$ cat src/rtl/ctrl_regbank_pkg.sv
`timescale 1ns/1ps
package ctrl_regbank_pkg;
   localparam int BYTE_W     = 8;
   localparam int IDX_FIELD  = 4;   // subaddress bits 3..0 carry the index
   localparam int AI_BIT     = 5;   // subaddress bit 5 enables auto-increment

   typedef enum logic [1:0] {
      LINK_IDLE,
      LINK_ADDR,
      LINK_DATA,
      LINK_SKIP
   } link_st_t;
endpackage

$ cat src/rtl/cr_sync.sv
`timescale 1ns/1ps
module cr_sync #(
   parameter int           W       = 3,
   parameter int           STAGES  = 2,
   parameter logic [W-1:0] RST_VAL = '1
) (
   input  logic         clk,
   input  logic         rst_n,
   input  logic [W-1:0] d,
   output logic [W-1:0] q
);
   if (STAGES < 1) begin : g_bad
      $error("cr_sync: STAGES must be at least 1");
   end

   logic [W-1:0] stg [STAGES];

   for (genvar i = 0; i < STAGES; i++) begin : g_stage
      if (i == 0) begin : g_first
         always_ff @(posedge clk or negedge rst_n) begin
            if (!rst_n) stg[0] <= RST_VAL;
            else        stg[0] <= d;
         end
      end else begin : g_next
         always_ff @(posedge clk or negedge rst_n) begin
            if (!rst_n) stg[i] <= RST_VAL;
            else        stg[i] <= stg[i-1];
         end
      end
   end

   assign q = stg[STAGES-1];
endmodule

$ cat src/rtl/cr_spi_rx.sv
`timescale 1ns/1ps
module cr_spi_rx
   import ctrl_regbank_pkg::*;
(
   input  logic              clk,
   input  logic              rst_n,
   input  logic              en,
   input  logic              sel_s,
   input  logic              sel_fall,
   input  logic              scl_rise,
   input  logic              sda_s,
   output logic              frm_start,
   output logic              byte_vld,
   output logic [BYTE_W-1:0] byte_dat
);
   localparam int CW = $clog2(BYTE_W);

   logic [CW-1:0]     cnt;
   logic [BYTE_W-1:0] sh;
   logic [BYTE_W-1:0] sh_nx;

   assign sh_nx = {sh[BYTE_W-2:0], sda_s};

   always_ff @(posedge clk or negedge rst_n) begin
      if (!rst_n) begin
         cnt       <= '0;
         sh        <= '0;
         frm_start <= 1'b0;
         byte_vld  <= 1'b0;
         byte_dat  <= '0;
      end else if (!en) begin
         cnt       <= '0;
         frm_start <= 1'b0;
         byte_vld  <= 1'b0;
      end else begin
         frm_start <= 1'b0;
         byte_vld  <= 1'b0;
         if (sel_fall) begin
            frm_start <= 1'b1;
            cnt       <= '0;
         end else if (sel_s) begin
            cnt <= '0;                      // partial byte dropped
         end else if (scl_rise) begin
            sh <= sh_nx;
            if (cnt == CW'(BYTE_W-1)) begin
               cnt      <= '0;
               byte_vld <= 1'b1;
               byte_dat <= sh_nx;
            end else begin
               cnt <= cnt + 1'b1;
            end
         end
      end
   end
endmodule

$ cat src/rtl/cr_i2c_rx.sv
`timescale 1ns/1ps
module cr_i2c_rx
   import ctrl_regbank_pkg::*;
#(
   parameter logic [6:0] DEV_ADDR = 7'b1000110
) (
   input  logic              clk,
   input  logic              rst_n,
   input  logic              en,
   input  logic              scl_s,
   input  logic              scl_rise,
   input  logic              scl_fall,
   input  logic              sda_s,
   input  logic              sda_rise,
   input  logic              sda_fall,
   output logic              frm_start,
   output logic              byte_vld,
   output logic [BYTE_W-1:0] byte_dat,
   output logic              ack_oe
);
   localparam logic [BYTE_W-1:0] WR_ADDR = {DEV_ADDR, 1'b0};
   localparam int                CW      = $clog2(BYTE_W) + 1;

   link_st_t          st;
   logic [CW-1:0]     cnt;
   logic [BYTE_W-1:0] sh;
   logic [BYTE_W-1:0] sh_nx;
   logic              acking;

   assign sh_nx = {sh[BYTE_W-2:0], sda_s};

   always_ff @(posedge clk or negedge rst_n) begin
      if (!rst_n) begin
         st        <= LINK_IDLE;
         cnt       <= '0;
         sh        <= '0;
         acking    <= 1'b0;
         ack_oe    <= 1'b0;
         frm_start <= 1'b0;
         byte_vld  <= 1'b0;
         byte_dat  <= '0;
      end else if (!en) begin
         st        <= LINK_IDLE;
         cnt       <= '0;
         acking    <= 1'b0;
         ack_oe    <= 1'b0;
         frm_start <= 1'b0;
         byte_vld  <= 1'b0;
      end else begin
         frm_start <= 1'b0;
         byte_vld  <= 1'b0;
         if (sda_fall && scl_s) begin            // start or repeated start
            st        <= LINK_ADDR;
            cnt       <= '0;
            acking    <= 1'b0;
            ack_oe    <= 1'b0;
            frm_start <= 1'b1;
         end else if (sda_rise && scl_s) begin   // stop
            st     <= LINK_IDLE;
            cnt    <= '0;
            acking <= 1'b0;
            ack_oe <= 1'b0;
         end else if (st == LINK_ADDR || st == LINK_DATA) begin
            if (acking) begin
               if (scl_fall) begin
                  ack_oe <= 1'b0;
                  acking <= 1'b0;
                  cnt    <= '0;
               end
            end else if (cnt == CW'(BYTE_W)) begin
               if (scl_fall) begin
                  if (st == LINK_ADDR && sh != WR_ADDR) begin
                     st  <= LINK_SKIP;
                     cnt <= '0;
                  end else begin
                     ack_oe <= 1'b1;
                     acking <= 1'b1;
                     st     <= LINK_DATA;
                  end
               end
            end else if (scl_rise) begin
               sh  <= sh_nx;
               cnt <= cnt + 1'b1;
               if (cnt == CW'(BYTE_W-1) && st == LINK_DATA) begin
                  byte_vld <= 1'b1;
                  byte_dat <= sh_nx;
               end
            end
         end
      end
   end
endmodule

$ cat src/rtl/cr_reg_store.sv
`timescale 1ns/1ps
module cr_reg_store
   import ctrl_regbank_pkg::*;
#(
   parameter int                NREG    = 16,
   parameter logic [BYTE_W-1:0] RST_VAL = 8'hFE
) (
   input  logic                   clk,
   input  logic                   rst_n,
   input  logic                   frm_start,
   input  logic                   byte_vld,
   input  logic [BYTE_W-1:0]      byte_dat,
   output logic [NREG*BYTE_W-1:0] regs_flat
);
   localparam int                   IDX_W = $clog2(NREG);
   localparam logic [IDX_FIELD-1:0] LAST  = IDX_FIELD'(NREG-1);
   localparam logic [IDX_FIELD:0]   NLIM  = (IDX_FIELD+1)'(NREG);

   logic [BYTE_W-1:0]    regs [NREG];
   logic [IDX_FIELD-1:0] ptr;
   logic                 ai;
   logic                 have_sub;

   always_ff @(posedge clk or negedge rst_n) begin
      if (!rst_n) begin
         for (int i = 0; i < NREG; i++) regs[i] <= RST_VAL;
         ptr      <= '0;
         ai       <= 1'b0;
         have_sub <= 1'b0;
      end else if (frm_start) begin
         have_sub <= 1'b0;
      end else if (byte_vld) begin
         if (!have_sub) begin
            ptr      <= byte_dat[IDX_FIELD-1:0];
            ai       <= byte_dat[AI_BIT];
            have_sub <= 1'b1;
         end else begin
            if ({1'b0, ptr} < NLIM) regs[ptr[IDX_W-1:0]] <= byte_dat;
            if (ai) ptr <= (ptr == LAST) ? '0 : ptr + 1'b1;
         end
      end
   end

   for (genvar k = 0; k < NREG; k++) begin : g_flat
      assign regs_flat[k*BYTE_W +: BYTE_W] = regs[k];
   end
endmodule

$ cat src/rtl/ctrl_regbank.sv
`timescale 1ns/1ps
module ctrl_regbank
   import ctrl_regbank_pkg::*;
#(
   parameter int                NREG        = 16,
   parameter int                SYNC_STAGES = 2,
   parameter logic [BYTE_W-1:0] RST_VAL     = 8'hFE,
   parameter logic [6:0]        DEV_ADDR    = 7'b1000110
) (
   input  logic                   clk,
   input  logic                   rst_n,
   input  logic                   i2c_mode,
   input  logic                   scl_in,
   input  logic                   sda_in,
   input  logic                   sel_in,
   output logic                   sda_drive_low,
   output logic [NREG*BYTE_W-1:0] regs_flat
);
   if (NREG < 2 || NREG > (1 << IDX_FIELD) || (NREG & (NREG-1)) != 0) begin : g_bad_nreg
      $error("ctrl_regbank: NREG must be a power of two from 2 to 16");
   end

   logic [2:0] raw_v, syn_v;
   logic       scl_s, sda_s, sel_s;
   logic       scl_p, sda_p, sel_p;
   logic       scl_rise, scl_fall, sda_rise, sda_fall, sel_fall;

   assign raw_v = {sel_in, sda_in, scl_in};

   cr_sync #(.W(3), .STAGES(SYNC_STAGES), .RST_VAL(3'b111)) sync_i (
      .clk(clk), .rst_n(rst_n), .d(raw_v), .q(syn_v));

   assign {sel_s, sda_s, scl_s} = syn_v;

   always_ff @(posedge clk or negedge rst_n) begin
      if (!rst_n) {sel_p, sda_p, scl_p} <= 3'b111;
      else        {sel_p, sda_p, scl_p} <= syn_v;
   end

   assign scl_rise = scl_s & ~scl_p;
   assign scl_fall = ~scl_s & scl_p;
   assign sda_rise = sda_s & ~sda_p;
   assign sda_fall = ~sda_s & sda_p;
   assign sel_fall = ~sel_s & sel_p;

   logic              spi_start, spi_vld, i2c_start, i2c_vld;
   logic [BYTE_W-1:0] spi_dat, i2c_dat;
   logic              frm_start, byte_vld;
   logic [BYTE_W-1:0] byte_dat;

   cr_spi_rx spi_i (
      .clk(clk), .rst_n(rst_n), .en(!i2c_mode),
      .sel_s(sel_s), .sel_fall(sel_fall), .scl_rise(scl_rise), .sda_s(sda_s),
      .frm_start(spi_start), .byte_vld(spi_vld), .byte_dat(spi_dat));

   cr_i2c_rx #(.DEV_ADDR(DEV_ADDR)) i2c_i (
      .clk(clk), .rst_n(rst_n), .en(i2c_mode),
      .scl_s(scl_s), .scl_rise(scl_rise), .scl_fall(scl_fall),
      .sda_s(sda_s), .sda_rise(sda_rise), .sda_fall(sda_fall),
      .frm_start(i2c_start), .byte_vld(i2c_vld), .byte_dat(i2c_dat),
      .ack_oe(sda_drive_low));

   assign frm_start = i2c_mode ? i2c_start : spi_start;
   assign byte_vld  = i2c_mode ? i2c_vld   : spi_vld;
   assign byte_dat  = i2c_mode ? i2c_dat   : spi_dat;

   cr_reg_store #(.NREG(NREG), .RST_VAL(RST_VAL)) store_i (
      .clk(clk), .rst_n(rst_n), .frm_start(frm_start), .byte_vld(byte_vld),
      .byte_dat(byte_dat), .regs_flat(regs_flat));
endmodule

$ cat config.mk
export PLATFORM = sky130hd
export DESIGN_NAME = ctrl_regbank
export DESIGN_NICKNAME = d
export VERILOG_FILES = /design/src/rtl/ctrl_regbank_pkg.sv /design/src/rtl/cr_sync.sv /design/src/rtl/cr_spi_rx.sv /design/src/rtl/cr_i2c_rx.sv /design/src/rtl/cr_reg_store.sv /design/src/rtl/ctrl_regbank.sv
export SDC_FILE = /design/constraint.sdc
export NUM_CORES = 1
export LEC_CHECK = 0
export ABC_AREA = 1
export BUFFER_PORTS_ARGS = -buffer_cell sky130_fd_sc_hd__buf_4
export CAP_MARGIN = 20
export CORE_MARGIN = 1
export CORE_UTILIZATION = 40
export DETAILED_ROUTE_END_ITERATION = 12
export PLACE_DENSITY = 0.7
export RECOVER_POWER = 25
export SYNTH_ARGS = -nofsm -noshare
export SYNTH_HDL_FRONTEND = slang
export SYNTH_SLANG_ARGS = --single-unit
export TNS_END_PERCENT = 10
$ cat constraint.sdc
create_clock -name clk -period 2.1 [get_ports clk]
set_clock_uncertainty 0.15 [all_clocks]
set_input_delay 0.21 -clock clk [delete_from_list [all_inputs] [get_ports clk]]
set_output_delay 0.21 -clock clk [all_outputs]
set_load 0.005 [all_outputs]
==> Yosys cells after proc, flatten, opt, wreduce, memory -nomap -nowiden <==
Index checks and enable logic that the tools add are counted.
{ "word_totals": {"ff_bits": 189, "output_inout_bits": 129} }
{ "classes": {"addsub": 3, "order_cmp": 2, "eq_ne": 18, "muxes": 69, "n_bitwise": 19, "reduce_logical": 18} }
{ "op_table": {"columns": ["cell", "n"], "rows": [
  ["bitwise mux 128 bit", 1],
  ["two-way mux 4 bit", 13],
  ["two-way mux 1 bit", 40],
  ["demux 8 bit (select 4 bit)", 1],
  ["two-way mux 8 bit", 2],
  ["two-way mux 3 bit", 5],
  ["two-way mux 2 bit", 7],
  ["NOT 1 bit", 13],
  ["!= test 4 x 1 -> 1 bit, second input constant", 3],
  ["AND reduction 4 bit", 3],
  ["!= test 5 x 2 -> 1 bit, second input constant", 2],
  ["AND reduction 5 bit", 2],
  ["AND reduction 3 bit", 3],
  ["adder 4 x 1 -> 4 bit, second input constant", 2],
  ["equality test 4 bit, second input constant", 2],
  ["!= test 8 bit, second input constant", 1],
  ["AND reduction 8 bit", 1],
  ["AND reduction 7 bit", 1],
  ["!= test 6 x 1 -> 1 bit, second input constant", 1],
  ["!= test 6 x 3 -> 1 bit, second input constant", 1],
  ["AND 1 bit", 5],
  [">= comparator 5 bit, second input constant", 1],
  ["logical AND 1 bit", 5],
  ["less-than comparator 5 x 1 -> 1 bit, second input constant", 1],
  ["other kinds (13)", 13]
]} }

==> Logic depth before layout (Yosys ltp) <==
Gate-level depths: netlist of the first run.
{ "depth": {"word_depth": 10, "mapped_depth": 13, "mapped_depth_nobuf": 10} }

==> Modules after synthesis <==
A second synthesis of the first run with hierarchy kept.
{ "hier_totals": {"cells_unflattened": 932, "area_unflattened_um2": 8244.2} }
{ "modules_own_cells": {"columns": ["mod", "instances", "cells_per_inst", "area_each_um2"], "rows": [
  ["cr_reg_store", 1, 620, 5599.1],
  ["cr_i2c_rx", 1, 163, 1343.8],
  ["cr_spi_rx", 1, 94, 869.6],
  ["ctrl_regbank", 1, 46, 251.5],
  ["cr_sync", 1, 9, 180.2]
]} }

==> Worst setup path after synthesis of the first run <==
Ideal clock, no wire load.
{ "synth_timing": {"path_kind": "reg-to-reg", "from": "reg sync_i.stg (netlist bit sync_i.q[1])", "to": "reg i2c_i.sh[0]", "arrival_time_ns": 1.514, "required_ns": 1.828, "setup_slack_ns": 0.314, "stages_incl_launch_ff": 11, "n_path_buf": 1, "cell_sequence": "dfstp_2 inv_1 nand3_1 inv_1 nor2_2 nand2_1 inv_1 nand3_2 buf_2 nand2_1 o21ai_1"} }
{ "synth_via": {"elab_chain_len": 5, "word_cells_on_any_way": 8, "classes_between": "bitwise (5); reduce/logical (3)"} }
{ "synth_lines": {"columns": ["item", "line", "text"], "rows": [
  ["from (decl)", "cr_sync.sv:16", "logic [W-1:0] stg [STAGES];"],
  ["from (signal, indexed assignment)", "cr_sync.sv:27", "else stg[i] <= stg[i-1];"],
  ["NOT 1 bit", "ctrl_regbank.sv:43", "assign sda_fall = ~sda_s & sda_p;"],
  ["AND 1 bit", "ctrl_regbank.sv:43", null],
  ["logical AND 1 bit", "cr_i2c_rx.sv:52", "if (sda_fall && scl_s) begin"],
  ["NOT 1 bit (no source line)", null, null],
  ["AND reduction 7 bit (no source line)", null, null],
  ["to (signal assigned)", "cr_i2c_rx.sv:82", "sh <= sh_nx;"],
  ["to (decl)", "cr_i2c_rx.sv:26", "logic [BYTE_W-1:0] sh;"]
]} }
Several ways; a longest one is shown, not always the timed one.
A chain may end at the register's enable or synchronous reset.

==> Worst setup path after layout of the first run <==
{ "layout_timing": {"from": "reg i2c_i.cnt[0]", "to": "reg i2c_i.sh[1]"} }
{ "layout_via": {"elab_chain_len": 3} }
{ "layout_lines": {"columns": ["item", "line", "text"], "rows": [
  ["from (decl)", "cr_i2c_rx.sv:25", "logic [CW-1:0] cnt;"],
  ["from (signal assigned)", "cr_i2c_rx.sv:83", "cnt <= cnt + 1'b1;"],
  ["equality test 4 bit", "cr_i2c_rx.sv:70", "end else if (cnt == CW'(BYTE_W)) begin"],
  ["NOT 1 bit (no source line)", null, null],
  ["AND reduction 7 bit (no source line)", null, null]
]} }
Every way passes these cells.

==> results of run 1 <==
==> state kept, by name, indices dropped and copies added, names as in the netlist, 2 cells and up <==
name and count:
i2c_i.cnt 4, i2c_i.st 2, sync_i.stg 3, spi_i.cnt 3
spi_i.sh 7, sync_i.q 3, store_i.ptr 4, spi_i.byte_dat 8
store_i.regs_flat 128, i2c_i.sh 8, i2c_i.byte_dat 8
==> through the flow <==
stage | util (%) | power, µW
floorplan | - | 4777
global placement | 48.36 | 5220
detailed placement | 48.36 | 5243
CTS | 51.61 | 8367
global route | 51.64 | 8652
finish | 51.64 | 8279
==> routing by layer <==
layer	global-route usage (%)	routed length, µm	share of wire, %	up-vias
met1	24.25	7922	45	2690
met5	0	0	0	-
li1	-	-	-	2772
met2	30.23	8723	49	127
met4	6.735	345	1.9	0
met3	3.746	774	4.4	25
==> power by group <==
group / switching, µW / internal (µW) / leakage [µW] / total [µW]
combinational: 666 / 410 / 0.00171 / 1080
clock: 1520 / 1580 / 0.000277 / 3100
sequential: 161 / 3940 / 0.00218 / 4100
total: 2350 / 5930 / 0.00417 / 8280
==> worst max path at each step <==
stage | startpoint | end | slack (ns) | cells after the start
final | i2c_i.cnt[0] | i2c_i.sh[1] | 0.23 | 10
after global routing | i2c_i.cnt[0] | i2c_i.sh[1] | 0.01 | 10
after CTS | i2c_i.cnt[0] | i2c_i.sh[1] | 0.10 | 10
after detailed placement | i2c_i.cnt[0] | i2c_i.sh[1] | 0.11 | 10
after global placement | i2c_i.cnt[0] | i2c_i.sh[7] | 0.21 | 10
after floorplan | sync_i.q[1] | i2c_i.sh[0] | 0.31 | 10
==> placed cells by master (no fill, tap or decap), types with 2 or more instances in the layout <==
master	n
buf_4	151
inv_6	5
nand3_1	14
o21ai_2	19
clkinvlp_4	2
dlygate4sd3_1	4
clkinv_8	2
inv_1	48
dfstp_1	3
nand2_4	2
inv_2	2
buf_12	4
clkbuf_4	3
nor3_1	3
o21ai_0	55
nor2_4	2
a21oi_1	5
nand3_4	11
dfrtp_1	68
clkbuf_16	17
nand2_1	221
mux2i_2	2
nor2_2	3
nand2_2	4
dfstp_2	118
o21ai_1	93
inv_8	3
nand3_2	2
nor2_1	18
clkinv_4	2
o22ai_1	4
xor2_1	2
nand4_1	7
o211ai_1	2
ha_1	10
==> Yosys cell counts, drive strengths merged <==
| cell type | count |
|---|---|
| a21oi | 5 |
| o211ai | 2 |
| buf | 19 |
| ha | 10 |
| o22ai | 4 |
| nand2 | 227 |
| dfstp | 121 |
| inv | 50 |
| nor3 | 4 |
| nand4 | 7 |
| dfrtp | 68 |
| mux2i | 2 |
| nand3 | 27 |
| nor2 | 23 |
| or2 | 1 |
| xor2 | 2 |
| o31ai | 1 |
| nand3b | 1 |
| clkbuf | 13 |
| o21ai | 167 |
==> timing repair <==
item / CTS / global route
hold buffers: 4 / 0
endpoints found under the setup margin: 0 / 9
endpoints found under the hold margin: 94 / 0
resized for setup: 0 / 3
==> kinds of logic after synthesis <==
family | share of synthesized area (%)
fa+ha+maj | 1.602
mux | 0.2563
xor+xnor | 0.2243
flops | 62.49
simple gates | 17.22
compound gates | 12.49
buf+inv | 5.718
==> cell type report <==
cell class	instances	area, µm²	area share (%)
multi-input combinational	483	2507	25.70
timing repair buffer	163	1281	13.13
tap	260	325.3	3.334
clock buffer	17	425.4	4.360
clock inverter	15	148.9	1.526
inverter	50	187.7	1.924
sequential	189	4881	50.03
==> worst max-delay path: stages (launching register included) <==
cell and delay, ns:
dfrtp_1 0.39, inv_1 0.07, ha_1 0.19, nand2_1 0.08, nor2_1 0.08, nor2_2 0.16
nand2_1 0.13, inv_1 0.15, nand3_4 0.17, nand2_1 0.10, o21ai_0 0.08
==> summary.md, run 1 <==
| Metric | Value |
|---|---|
| Initial DRC count | approximately 330 |
| Number of inserted diodes | 0 |
| Final hold slack | 0.03951 ns |
| Fin. Hold Viols | 0 |
| Die height | 141.7 µm |
| Ranking of synthesized cells by area | dfstp_2 (41%), dfrtp_1 (22%), nand2_1 (11%) |
| Total Die Area | 20,090 µm² |
| Gpl congestion | 0.8529 |
| IO Count | 135 |
| Slew Limit Headroom | 3.346% |
| Max-cap viol count | 0 |
| Worst setup margin | 0.2278 ns |
| Worst-margin pin slew | 1.450 ns |
| Fmax | 534.1 MHz |
| Max-slew violation count | 0 |
| FF-to-FF End | i2c_i.sh[1] |
| Vias in the first global route | 5,356 |
| CTS tree | done |
| Core Area | 18,890 µm² |
| TritonRoute pass-1 iters | 5 |
| Ratio of final minimum period to clock period | 89.15% |
| Synth-to-Final Area Change | 24.91% |
| TritonCTS Buffers | 17 |
| R2R setup slack | around 0.23 ns |
| PortBufs | 134 |
| RSZ-0062 raised after global routing | false |
| Yosys warns | 0 |
| All-Layer GR Usage | 18.45% |
| Arr. time, crit path | just over 2 ns |
| Post-DP HPWL | 12.26 mm |
| Final Cell Area | between 9000 and 10,000 µm² |
| Worst skew pair latency | 0.43 ns |
| Final std cells w/o fill | 1,177 |
| Worst hold-check path type | input pin to flip-flop |
| WHS Endpoint | spi_i.frm_start |
| Via count | about 5,600 |
| CP required | 2.27 ns |
| Crit Path Max Fanout | 17 |
| Power Dens Cells | about 850 nW/µm² |
| Post-CTS Setup Bufs | 0 |
| Static Leak | between 0.004 and 0.005 µW |
| Hold depth | 3 |
| Initial antenna violation count | 0 |
| Maximum vdd ir drop | 0.0005459 V |
| CTS Buffer Depth | 2 |
| CP Launch Type | flip-flop |
| R2r startpoint | i2c_i.cnt[0] |
| Share of cells above drive strength 1 | between 30% and 40% |
| Synth Instances | 754 |
| Syn Nets | 770 |
| Total Wirelength | approximately 18 mm |
| CTS clk-pin slew, worst paths | ~0.070 ns |
| Endpoints failing setup | 0 |
| Fill count | 1,725 |
| Root Driver | clkbuf_16 |
| TNS Setup | 0 ns |
| Worst r2r path cells | 10 |
| Crit path time final | 1.872 ns |
| Endpoint class of the critical path | flip-flop |
| Site row count | 50 |
| Synth top area share | around 41% |
| Cells after DPL | 1,141 |
| Routed Antenna Nets | 0 |
| Area leader, netlist | dfstp_2 |
| CTS sink cnt | 189 |
| DP Worst Slack | 0.1142 ns |
| First-pass GRT wire length | about 28 mm |
| Die width | approximately 140 µm |
| Largest net degree at the start of global routing | 55 |
| Global-route congestion overflow total | 0 |
| Initial Util | between 40% and 50% |
| Vias per cell | between 4 and 5 |
| Status | complete, no violations |
| Yosys reg bits | 189 |
| DRC viols | 0 |
| CTS H-tree lvls | 4 |
| # nets final | about 900 |
| Avg Inst Size Synth | 10.36 µm² |
| Drt wl/cell | 15.09 µm |
| Hold_sp | i2c_mode |
| Critical path class | flip-flop to flip-flop |
| Register area share after synthesis | 62.49% |
| Placed inst area | 9136 µm² |
| Mapped Area | just under 8000 µm² |
| Synth cell types | 32 |
Note: power is estimated with default switching activity, not from simulation.
==> run 2: changes to the inputs <==
BUFFER_PORTS_ARGS = -buffer_cell sky130_fd_sc_hd__buf_2   (was -buffer_cell sky130_fd_sc_hd__buf_4)
SKIP_CTS_REPAIR_TIMING = 1   (was default)
==> summary.md, run 2 (same netlist as run 1, synthesis figures left out) <==
| Metric | Value |
|---|---|
| DRC viols | 0 (unchanged) |
| Synth-to-Final Area Change | 20.21% |
| Fin. Hold Viols | 0 (unchanged) |
| Number of inserted diodes | 0 (unchanged) |
| Largest net degree at the start of global routing | 53 (-3.6%) |
| Die height | 141.7 µm (unchanged) |
| Fill count | 1,778 (+3.1%) |
| TritonRoute pass-1 iters | 5 (unchanged) |
| RSZ-0062 raised after global routing | false |
| Critical path class | flip-flop to flip-flop |
| Die width | 141.7 µm (unchanged) |
| PortBufs | 134 (unchanged) |
| Crit path to | store_i.regs_flat[24] |
| Worst r2r path cells | 6 (-4) |
| Crit path from | store_i.ptr[0] |
| Post-DP HPWL | 12.04 mm (-1.8%) |
| R2r startpoint | store_i.ptr[0] |
| Endpoint class of the critical path | flip-flop |
| Final Util | 49.70% (-1.9 points) |
| Drt wl/cell | 14.92 µm (-1.2%) |
| Arr. time, crit path | 2.08 ns (+0.04 ns) |
| IO Count | 135 (unchanged) |
| Initial Util | 41.34% (unchanged) |
| # nets final | 920 (unchanged) |
| Max reg flops | 128 (unchanged) |
| Site row count | 50 (unchanged) |
| Root Driver | clkbuf_16 |
| Slew Limit Headroom | 32.69% (+29 points) |
| Placed inst area | 8816 µm² (-3.5%) |
| Endpoints failing setup | 0 (unchanged) |
| Ratio of final minimum period to clock period | 91.64% (+2.5 points) |
| Global-route congestion overflow total | 0 (unchanged) |
| Max-slew violation count | 0 (unchanged) |
| Worst-margin pin slew | 1.010 ns (-0.4402 ns) |
| Via count | 5,651 (+0.66%) |
| CTS tree | done |
| CTS sink cnt | 189 (unchanged) |
| Vias per cell | 4.801 (+0.66%) |
| Total Die Area | 20,090 µm² (unchanged) |
| Core Area | 18,890 µm² (unchanged) |
| Max-cap viol count | 0 (unchanged) |
| Crit path time final | 1.925 ns (+0.05235 ns) |
| Worst hold-check path type | input pin to flip-flop |
| Maximum vdd ir drop | 0.0006319 V (+16%) |
| Initial antenna violation count | 0 (unchanged) |
| Crit Path Max Fanout | 16 (-1) |
| Vias in the first global route | 5,337 (-0.35%) |
| Power Dens Cells | 874.2 nW/µm² (+3.0%) |
| FF-to-FF End | store_i.regs_flat[24] |
| Fmax | 519.6 MHz (-2.7%) |
| First-pass GRT wire length | 28.35 mm (about the same) |
| R2R setup slack | 0.18 ns (-0.05 ns) |
| TNS Setup | 0 ns (unchanged) |
| Gpl congestion | 0.8154 (-4.4%) |
| Share of cells above drive strength 1 | 38.82% (-0.22 points) |
| CP required | 2.25 ns (-0.02 ns) |
| Routed Antenna Nets | 0 (unchanged) |
| Most frequent cells in the layout | nand2_1 (221), buf_2 (133), dfstp_2 (120), o21ai_1 (93), dfrtp_1 (68) |
| CTS clk-pin slew, worst paths | 0.07 ns (about the same) |
| TritonCTS Buffers | 17 (unchanged) |
| CTS Buffer Depth | 2 (unchanged) |
| Total Wirelength | 17.56 mm (-1.2%) |
| Power Total | 8209 µW (-0.84%) |
| All-Layer GR Usage | 18.40% (-0.043 points) |
| CP Launch Type | flip-flop |
| Static Leak | 0.004185 µW (+0.28%) |
| Initial DRC count | 288 (-12%) |
| Worst skew pair latency | 0.43 ns (about the same) |
| Final Cell Area | 9390 µm² (-3.8%) |
| Status | complete, no violations |
| Commonest non-fill, non-tap cell in the layout | nand2_1 |
| CTS H-tree lvls | 4 (unchanged) |
-- run 2: changes by cell type in the layout (fill, tap and decap cells not counted), moves of 2 or more --
| cell | delta |
|---|---|
| dfstp_2 | +2 |
| dfstp_1 | -2 |
| buf_2 | +133 |
| buf_12 | -2 |
| clkinvlp_4 | -2 |
| clkbuf_4 | -3 |
| clkbuf_2 | +2 |
| buf_4 | -131 |
| clkbuf_1 | +3 |
-- run 2: worst max-delay path, stage by stage, from the launching register on --
cell	delay, ns
dfrtp_1	0.43
ha_1	0.22
inv_1	0.10
nor3_4	0.39
nand2_2	0.31
nand2_1	0.12
o21ai_1	0.07
-- run 2: per-stage QoR --
step	instances	hold slack, ns	setup WS (ns)
finish	1177	0.1250	0.1755
global route	1177	0.1321	0.04206
detailed placement	1141	0.06184	0.07828
CTS	1173	-0.4021	0.08594
floorplan	754	-0.2356	0.3138
global placement	1141	0.05568	0.1214
-- run 2: worst min path at each step --
stage                     startpoint                    end  cells after the start
final                       i2c_mode        spi_i.frm_start                      3
after global routing        i2c_mode        spi_i.frm_start                      3
after CTS                      rst_n   store_i.regs_flat[8]                      1
after detailed placement       rst_n  store_i.regs_flat[24]                      1
after global placement         rst_n  store_i.regs_flat[24]                      1
after floorplan                rst_n           i2c_i.ack_oe                      0
-- run 2: cell type report --
type                    count  area [µm²]  area share [%]
clock buffers              22       475.5           5.063
inverters                  50       187.7           1.999
multi-input cells         483        2505           26.68
flip-flops and latches    189        4881           51.98
repair buffers            163       922.1           9.820
well taps                 260       325.3           3.464
clock inverters            10       93.84          0.9993
-- run 2: power breakdown --
group / internal, µW / switching (µW)
Combinational: 343 / 675
Clock: 1660 / 1440
Sequential: 3940 / 149
Total: 5950 / 2260
-- run 2: layer usage --
| layer | wire (µm) | part of all wire, % | GRT usage (%) |
|---|---|---|---|
| met4 | 195 | 1.1 | 5.490 |
| met5 | 0 | 0 | 0 |
| met3 | 933 | 5.3 | 4.117 |
| met2 | 8782 | 50 | 30.90 |
| met1 | 7646 | 44 | 23.80 |
